File: src/rtl/nmem_pkg.sv
package nmem_pkg;

  // Bank selector carried on the write port
  typedef enum logic [1:0] {
    KIND_FWD_IN = 2'd0,
    KIND_FWD_WT = 2'd1,
    KIND_BWD_IN = 2'd2,
    KIND_BWD_WT = 2'd3
  } wr_kind_e;

  localparam int NUM_BANKS_MAX = 4;

  // Number of instantiated banks for a given learning option
  function automatic int bank_count(input bit bwd_en);
    return bwd_en ? 4 : 2;
  endfunction

endpackage

File: src/rtl/nmem_bank.sv
module nmem_bank #(
  parameter int DATA_W = 16,
  parameter int ADDR_W = 6
) (
  input  logic              clk,
  input  logic              we_i,
  input  logic [ADDR_W-1:0] waddr_i,
  input  logic [DATA_W-1:0] wdata_i,
  input  logic              re_i,
  input  logic [ADDR_W-1:0] raddr_i,
  output logic [DATA_W-1:0] rdata_o
);
  localparam int DEPTH = 1 << ADDR_W;

  logic [DATA_W-1:0] mem [DEPTH];

  // Simple dual-port, registered read: maps onto one block RAM
  always_ff @(posedge clk) begin
    if (we_i) mem[waddr_i] <= wdata_i;
    if (re_i) rdata_o <= mem[raddr_i];
  end

endmodule

File: src/rtl/nmem_wr_ptr.sv
module nmem_wr_ptr #(
  parameter int CNT_W = 7
) (
  input  logic             clk,
  input  logic             rst,
  input  logic             clr_i,
  input  logic             inc_i,
  output logic [CNT_W-1:0] cnt_o
);

  always_ff @(posedge clk) begin
    if (rst || clr_i) cnt_o <= '0;
    else if (inc_i)   cnt_o <= cnt_o + CNT_W'(1);
  end

endmodule

File: src/rtl/nmem_rd_seq.sv
module nmem_rd_seq #(
  parameter int ADDR_W = 6,
  parameter bit BWD_EN = 1'b1
) (
  input  logic              clk,
  input  logic              rst,
  input  logic              lim_ld_i,
  input  logic [ADDR_W:0]   lim_fwd_i,
  input  logic [ADDR_W:0]   lim_bwd_i,
  input  logic              phase_i,
  input  logic              step_i,
  output logic [ADDR_W-1:0] idx_o,
  output logic              last_o,
  output logic              chg_o,
  output logic [ADDR_W:0]   lim_fwd_o,
  output logic [ADDR_W:0]   lim_bwd_o
);
  localparam int CNT_W = ADDR_W + 1;

  logic             phase_q;
  logic [CNT_W-1:0] lim_act;

  always_ff @(posedge clk) begin
    if (rst)           lim_fwd_o <= '0;
    else if (lim_ld_i) lim_fwd_o <= lim_fwd_i;
  end

  // Backward end-count register only when learning is built in
  generate
    if (BWD_EN) begin : g_bwd_lim
      always_ff @(posedge clk) begin
        if (rst)           lim_bwd_o <= '0;
        else if (lim_ld_i) lim_bwd_o <= lim_bwd_i;
      end
    end else begin : g_no_bwd_lim
      assign lim_bwd_o = '0;
    end
  endgenerate

  always_ff @(posedge clk) begin
    if (rst) phase_q <= 1'b0;
    else     phase_q <= phase_i;
  end

  assign chg_o   = (phase_i != phase_q);
  assign lim_act = phase_i ? lim_bwd_o : lim_fwd_o;
  assign last_o  = ({1'b0, idx_o} + CNT_W'(1)) == lim_act;

  always_ff @(posedge clk) begin
    if (rst || chg_o) idx_o <= '0;
    else if (step_i)  idx_o <= last_o ? '0 : idx_o + ADDR_W'(1);
  end

endmodule

File: src/rtl/nmem_addr_unit.sv
module nmem_addr_unit #(
  parameter int DATA_W      = 16,
  parameter int ADDR_W      = 6,
  parameter bit BACKPROP_EN = 1'b1
) (
  input  logic              clk,
  input  logic              rst,
  input  logic              wr_en_i,
  input  logic [1:0]        wr_kind_i,
  input  logic [DATA_W-1:0] wr_data_i,
  input  logic              lim_ld_i,
  input  logic [ADDR_W:0]   lim_fwd_i,
  input  logic [ADDR_W:0]   lim_bwd_i,
  input  logic              phase_i,
  input  logic              rd_req_i,
  output logic              rd_vld_o,
  output logic [ADDR_W-1:0] rd_addr_o,
  output logic [DATA_W-1:0] rd_in_o,
  output logic [DATA_W-1:0] rd_wt_o,
  output logic              done_o,
  input  logic              wu_en_i,
  input  logic [DATA_W-1:0] wu_data_i
);
  import nmem_pkg::*;

  localparam int CNT_W = ADDR_W + 1;
  localparam int DEPTH = 1 << ADDR_W;
  localparam int NB    = bank_count(BACKPROP_EN);

  logic              phase_act;
  logic [ADDR_W-1:0] rd_idx;
  logic              rd_last;
  logic              ph_chg;
  logic [CNT_W-1:0]  lim_fwd, lim_bwd;
  logic              step;
  logic              done_evt;
  logic              rd_ph_q;
  logic [CNT_W-1:0]  cnt  [NUM_BANKS_MAX];
  logic [DATA_W-1:0] rdat [NUM_BANKS_MAX];
  logic [CNT_W-1:0]  in_cnt_act, wt_cnt_act;

  assign phase_act = BACKPROP_EN ? phase_i : 1'b0;

  nmem_rd_seq #(
    .ADDR_W (ADDR_W),
    .BWD_EN (BACKPROP_EN)
  ) u_rd_seq (
    .clk       (clk),
    .rst       (rst),
    .lim_ld_i  (lim_ld_i),
    .lim_fwd_i (lim_fwd_i),
    .lim_bwd_i (lim_bwd_i),
    .phase_i   (phase_act),
    .step_i    (step),
    .idx_o     (rd_idx),
    .last_o    (rd_last),
    .chg_o     (ph_chg),
    .lim_fwd_o (lim_fwd),
    .lim_bwd_o (lim_bwd)
  );

  // Grant: entry must be present in both banks of the active pair
  assign in_cnt_act = phase_act ? cnt[2] : cnt[0];
  assign wt_cnt_act = phase_act ? cnt[3] : cnt[1];
  assign step       = rd_req_i && !ph_chg
                      && ({1'b0, rd_idx} < in_cnt_act)
                      && ({1'b0, rd_idx} < wt_cnt_act);
  assign done_evt   = step && rd_last;

  generate
    for (genvar b = 0; b < NUM_BANKS_MAX; b++) begin : g_bank
      localparam bit PH    = (b / 2) == 1;
      localparam bit IS_WT = (b % 2) == 1;
      if (b < NB) begin : g_on
        logic              hit, acc, full, clr, we;
        logic [ADDR_W-1:0] waddr;
        logic [DATA_W-1:0] wdata;

        assign hit = wr_en_i && (wr_kind_i == 2'(b));

        if (IS_WT) begin : g_wt
          logic upd;
          assign upd   = wu_en_i && (rd_ph_q == PH);
          assign full  = (cnt[b] == CNT_W'(DEPTH));
          assign clr   = 1'b0;
          assign acc   = hit && !full && !upd;
          assign we    = acc || upd;
          assign waddr = upd ? rd_addr_o : cnt[b][ADDR_W-1:0];
          assign wdata = upd ? wu_data_i : wr_data_i;
        end else begin : g_in
          assign full  = (cnt[b] == (PH ? lim_bwd : lim_fwd));
          assign clr   = done_evt && (phase_act == PH);
          assign acc   = hit && !full;
          assign we    = acc;
          assign waddr = cnt[b][ADDR_W-1:0];
          assign wdata = wr_data_i;
        end

        nmem_wr_ptr #(.CNT_W(CNT_W)) u_ptr (
          .clk   (clk),
          .rst   (rst),
          .clr_i (clr),
          .inc_i (acc),
          .cnt_o (cnt[b])
        );

        nmem_bank #(.DATA_W(DATA_W), .ADDR_W(ADDR_W)) u_mem (
          .clk     (clk),
          .we_i    (we),
          .waddr_i (waddr),
          .wdata_i (wdata),
          .re_i    (step && (phase_act == PH)),
          .raddr_i (rd_idx),
          .rdata_o (rdat[b])
        );
      end else begin : g_off
        assign cnt[b]  = '0;
        assign rdat[b] = '0;
      end
    end
  endgenerate

  always_ff @(posedge clk) begin
    if (rst) begin
      rd_vld_o  <= 1'b0;
      done_o    <= 1'b0;
      rd_addr_o <= '0;
      rd_ph_q   <= 1'b0;
    end else begin
      rd_vld_o <= step;
      done_o   <= done_evt;
      if (step) begin
        rd_addr_o <= rd_idx;
        rd_ph_q   <= phase_act;
      end
    end
  end

  assign rd_in_o = rd_ph_q ? rdat[2] : rdat[0];
  assign rd_wt_o = rd_ph_q ? rdat[3] : rdat[1];

endmodule

File: config.mk
export PLATFORM = sky130hd
export DESIGN_NAME = nmem_addr_unit
export DESIGN_NICKNAME = d
export VERILOG_FILES = /design/src/rtl/nmem_pkg.sv /design/src/rtl/nmem_bank.sv /design/src/rtl/nmem_wr_ptr.sv /design/src/rtl/nmem_rd_seq.sv /design/src/rtl/nmem_addr_unit.sv
export SDC_FILE = /design/constraint.sdc
export NUM_CORES = 2
export LEC_CHECK = 0
export BUFFER_PORTS_ARGS = -buffer_cell sky130_fd_sc_hd__buf_2
export CAP_MARGIN = 20
export CORE_UTILIZATION = 65
export DETAILED_ROUTE_END_ITERATION = 8
export GPL_ROUTABILITY_DRIVEN = 0
export PLACE_DENSITY = 0.81
export SYNTH_ARGS = -nofsm -noshare
export SYNTH_HDL_FRONTEND = slang
export SYNTH_HIERARCHICAL = 1
export SYNTH_SLANG_ARGS = --single-unit
File: constraint.sdc
create_clock -name clk -period 8.7 [get_ports clk]
set_input_delay 0.87 -clock clk [delete_from_list [all_inputs] [get_ports clk]]
set_output_delay 0.87 -clock clk [all_outputs]
set_load 0.02 [all_outputs]
==> out/qor.json <==
{
  "yosys-top-cells-count": {"value": "sky130_fd_sc_hd__edfxtp_1 (4160), sky130_fd_sc_hd__mux4_2 (880), sky130_fd_sc_hd__mux2i_1 (385)"},
  "synth_area_leader_cell": {"value": "sky130_fd_sc_hd__edfxtp_1"},
  "yosysTopAreaCellShare": {"value": 0.7571},
  "worstMarginPinSlew": {"value": 1.232, "unit": "ns"},
  "cp-start-kind": {"value": "register"},
  "pin_count_of_the_biggest_net_entering_global_routing": {"value": 137},
  "crit_path_end": {"value": "g_bank[0].g_on.u_mem/rdata_o[2]$_DFFE_PP_"},
  "worstSetupPathType": {"value": "reg2reg"},
  "ios": {"value": 95},
  "clkLatencyLatePin": {"value": 1.00, "unit": "ns"},
  "fillerInstances": {"value": 13400},
  "grt.total_usage": {"value": 0.3296},
  "clock-sinks": {"value": 4218},
  "number_of_different_library_cells_in_the_post_synthesis_netlist": {"value": 65},
  "wire_per_inst": {"value": 35.56, "unit": "um"},
  "grt_pass1_vias": {"value": 84250},
  "antenna_violations_before_repair": {"value": 31},
  "power.sequential.fraction": {"value": 0.558},
  "cts_hold_repair.buffers": {"value": 0},
  "cts.path.max_buffers": {"value": 4},
  "asyncSetResetFlopFracSynth": {"value": 0},
  "final.setup.worst_slack": {"value": 4.153, "unit": "ns"},
  "grt_first_pass_wirelength": {"value": 598800, "unit": "um"},
  "switching_share": {"value": 0.1964},
  "min-delay-path-class": {"value": "in2reg"},
  "crit_fanout": {"value": 136},
  "worst-r2r-setup-slack": {"value": 4.15, "unit": "ns"},
  "antenna_left": {"value": 0},
  "fmax": {"value": 219.9, "unit": "MHz"},
  "rr_endpoint": {"value": "g_bank[0].g_on.u_mem/rdata_o[2]$_DFFE_PP_"},
  "fp.dieW": {"value": 505.8, "unit": "um"},
  "ctsHtreeMaxLevel": {"value": 5},
  "ys.warnings.count": {"value": 6},
  "rsz_0062_raised_after_global_routing": {"value": "no"},
  "tritoncts": {"value": "yes"},
  "reg2reg_from": {"value": "u_rd_seq/idx_o[1]$_SDFFE_PP0P_"},
  "detailedPlace.worstSlack": {"value": 3.906, "unit": "ns"},
  "tns": {"value": 0, "unit": "ns"},
  "cellPowerDensity": {"value": 220.0, "unit": "nW/um^2"},
  "cts.repair_timing.setup_buffer_count": {"value": 0},
  "crit_arrival": {"value": 5.26, "unit": "ns"},
  "cts-resized-gates": {"value": 0},
  "detail_route.iter0.violations": {"value": 13520},
  "share_of_final_layout_standard_cells_stronger_than_drive_strength_1": {"value": 0.2542},
  "internal-power": {"value": 0.03225, "unit": "W"},
  "synth.yosys.seq_area_share": {"value": 0.7641},
  "synth-seq-cells": {"value": 4218},
  "detail_route.drc_violations": {"value": 0},
  "clkPwrFrac": {"value": 0.427},
  "layout_min_cycle_time": {"value": 4.547, "unit": "ns"},
  "critical_path_required": {"value": 9.41, "unit": "ns"},
  "floorplan.rows": {"value": 184},
  "r2r_cells": {"value": 7},
  "clkSlewWorstSetupHoldPaths": {"value": 0.07, "unit": "ns"},
  "synth_edf_count": {"value": 4160},
  "finalNetCount": {"value": 8220},
  "clock_tree.root_cell": {"value": "sky130_fd_sc_hd__clkbuf_16"},
  "dp_cells": {"value": 11090},
  "outcome": {"value": "completed"},
  "p_sw": {"value": 0.007882, "unit": "W"},
  "timing.final.max_slew_violations": {"value": 0},
  "post_layout_nonfiller_instances": {"value": 11830},
  "total_leakage_power": {"value": 55.25, "unit": "nW"},
  "fin_crit_sh": {"value": 0.5227},
  "design.die.area": {"value": 255900, "unit": "um^2"},
  "tritoncts.num_buffers": {"value": 404},
  "max_cap_violations": {"value": 0},
  "drtPass1Iterations": {"value": 6},
  "final_core_occ": {"value": 0.7243},
  "timing_hold_violations_final": {"value": 0},
  "total_power": {"value": 0.04014, "unit": "W"},
  "synth.avg_cell_area": {"value": 21.28, "unit": "um^2"},
  "synthCells": {"value": 7753},
  "avgViaCountPerCell": {"value": 7.161},
  "maxSlewHeadroom": {"value": 0.1789},
  "post-dp-hpwl": {"value": 235200, "unit": "um"},
  "dr_total_vias": {"value": 84700},
  "setup_violations": {"value": 0},
  "globalRouteOverflowTotal": {"value": 0},
  "start_util": {"value": 0.6551},
  "synthesis.area": {"value": 165000, "unit": "um^2"},
  "synth.most_common_cell": {"value": "sky130_fd_sc_hd__edfxtp_1"},
  "power.combinational.fraction": {"value": 0.016},
  "irDropWorstVdd": {"value": 188.6, "unit": "uV"},
  "critPathCaptureType": {"value": "register"},
  "placement.io_buffers": {"value": 94},
  "core_area": {"value": 251900, "unit": "um^2"},
  "cp-startpoint": {"value": "u_rd_seq/idx_o[1]$_SDFFE_PP0P_"},
  "most_used_dff_post_synth": {"value": "sky130_fd_sc_hd__edfxtp_1"},
  "areaGrowthSynthToFinish": {"value": 10.56, "unit": "%"},
  "yosys-top-cells-area": {"value": "sky130_fd_sc_hd__edfxtp_1 (76%), sky130_fd_sc_hd__mux4_2 (12%), sky130_fd_sc_hd__mux2i_1 (2.3%), sky130_fd_sc_hd__mux2_2 (1.1%), sky130_fd_sc_hd__nor2_1 (0.73%)"},
  "wirelength": {"value": 420700, "unit": "um"},
  "timing.clock.skew": {"value": 0.04897, "unit": "ns"},
  "die_height": {"value": 505.8, "unit": "um"}
}
## cells in the final DEF, fill, tap and decap left out, types with 33 or more instances in the layout
cell type	netlist	layout
sky130_fd_sc_hd__a22oi_1	156	156
sky130_fd_sc_hd__nor2b_1	122	121
sky130_fd_sc_hd__dfxtp_1	58	51
sky130_fd_sc_hd__clkbuf_1	110	82
sky130_fd_sc_hd__clkinv_1	0	82
sky130_fd_sc_hd__clkinv_2	0	69
sky130_fd_sc_hd__nor2_2	8	65
sky130_fd_sc_hd__mux2_2	168	168
sky130_fd_sc_hd__edfxtp_1	4160	4160
sky130_fd_sc_hd__a21oi_1	81	81
sky130_fd_sc_hd__a31oi_1	34	34
sky130_fd_sc_hd__nor2_1	323	266
sky130_fd_sc_hd__bufinv_16	0	38
sky130_fd_sc_hd__nand4_1	59	59
sky130_fd_sc_hd__nand3_1	99	99
sky130_fd_sc_hd__mux2i_1	385	385
sky130_fd_sc_hd__buf_4	56	328
sky130_fd_sc_hd__clkbuf_16	0	411
sky130_fd_sc_hd__nand2_1	261	261
sky130_fd_sc_hd__a221oi_1	64	64
sky130_fd_sc_hd__buf_2	147	78
sky130_fd_sc_hd__a211o_1	33	33
sky130_fd_sc_hd__mux4_2	880	880
## metrics by stage
| step | hold WS [ns] | instance area (um^2) |
|---|---|---|
| floorplan | 0.4656 | 165000 |
| global placement | 0.4966 | 169500 |
| detailed placement | 0.5282 | 169600 |
| CTS | 0.1097 | 182200 |
| global route | 0.1651 | 182400 |
| finish | 0.1594 | 182400 |
## routing by layer
metal,GRT usage,part of all wire,vias to the layer above
met5,0,0.00021,-
met4,0.1850,0.065,14
met3,0.06131,0.11,1336
met2,0.5270,0.49,6750
met1,0.4345,0.33,43490
li1,-,-,33110
## worst min-delay path by stage
stage	cells after the start	slack (ns)	endpoint	from
4_1_cts	3	0.11	u_rd_seq/lim_fwd_o[3]$_SDFFE_PP0P_	lim_fwd_i[3]
2_1_floorplan	2	0.47	g_bank[1].g_on.u_ptr/cnt_o[6]$_SDFFE_PP0P_	g_bank[1].g_on.u_ptr/cnt_o[6]$_SDFFE_PP0P_
3_5_place_dp	2	0.53	g_bank[0].g_on.u_ptr/cnt_o[6]$_SDFFE_PP0P_	g_bank[0].g_on.u_ptr/cnt_o[6]$_SDFFE_PP0P_
6_report	3	0.16	u_rd_seq/lim_fwd_o[3]$_SDFFE_PP0P_	lim_fwd_i[3]
3_3_place_gp	2	0.50	g_bank[1].g_on.u_ptr/cnt_o[6]$_SDFFE_PP0P_	g_bank[1].g_on.u_ptr/cnt_o[6]$_SDFFE_PP0P_
5_1_grt	3	0.17	u_rd_seq/lim_fwd_o[1]$_SDFFE_PP0P_	lim_fwd_i[1]
## state kept, by name, indices dropped and copies added, names as in the netlist
| signal | flops |
|---|---|
| u_rd_seq/lim_fwd_o | 7 |
| g_bank.g_on.u_mem/rdata_o | 64 |
| rd_vld_o | 1 |
| rd_addr_o | 6 |
| u_rd_seq/lim_bwd_o | 7 |
| done_o | 1 |
| u_rd_seq/idx_o | 6 |
| g_bank.g_on.u_mem/mem | 4096 |
| g_bank.g_on.u_ptr/cnt_o | 28 |
| u_rd_seq/phase_q | 1 |
| rd_ph_q | 1 |
## worst max-delay path, stage by stage (launching register included)
cell	delay [ns]
sky130_fd_sc_hd__dfxtp_4	0.83
sky130_fd_sc_hd__buf_12	0.64
sky130_fd_sc_hd__buf_4	0.78
sky130_fd_sc_hd__nor2b_1	0.70
sky130_fd_sc_hd__a22oi_1	0.24
sky130_fd_sc_hd__a41oi_1	0.31
sky130_fd_sc_hd__o21ai_0	0.18
sky130_fd_sc_hd__and4_1	0.24
## power by group through the flow
stage / clock network (W) / registers [W] / logic (W)
after floorplan: 0 / 0.0228 / 0.000194
after global placement: 0 / 0.0228 / 0.000558
after detailed placement: 0 / 0.0228 / 0.000594
after CTS: 0.0172 / 0.0224 / 0.000600
after global routing: 0.0179 / 0.0224 / 0.000630
final: 0.0171 / 0.0224 / 0.000623
## final cells by class
class,instances,area [um^2],area share
tap,3348,4189,0.02296
sequential,4218,126100,0.6913
antenna,24,60.06,0.0003292
multi-input combinational,3089,36030,0.1975
timing repair buffer,432,3323,0.01822
clock inverter,215,2034,0.01115
inverter,5,18.77,0.0001029
clock buffer,498,10660,0.05845
## kinds of logic (layout without fill, tap and decap cells)
family | after synthesis | after routing | synth area share
compound gates | 555 | 555 | 0.02512
xor+xnor | 40 | 40 | 0.002123
fa+ha+maj | 15 | 15 | 0.001137
buf+inv | 447 | 1150 | 0.01873
flops | 4218 | 4218 | 0.7641
mux | 1466 | 1466 | 0.1587
other cells | 1 | 26 | 0.00002273
simple gates | 1011 | 1011 | 0.03004
Power figures use the tool's default switching activity.
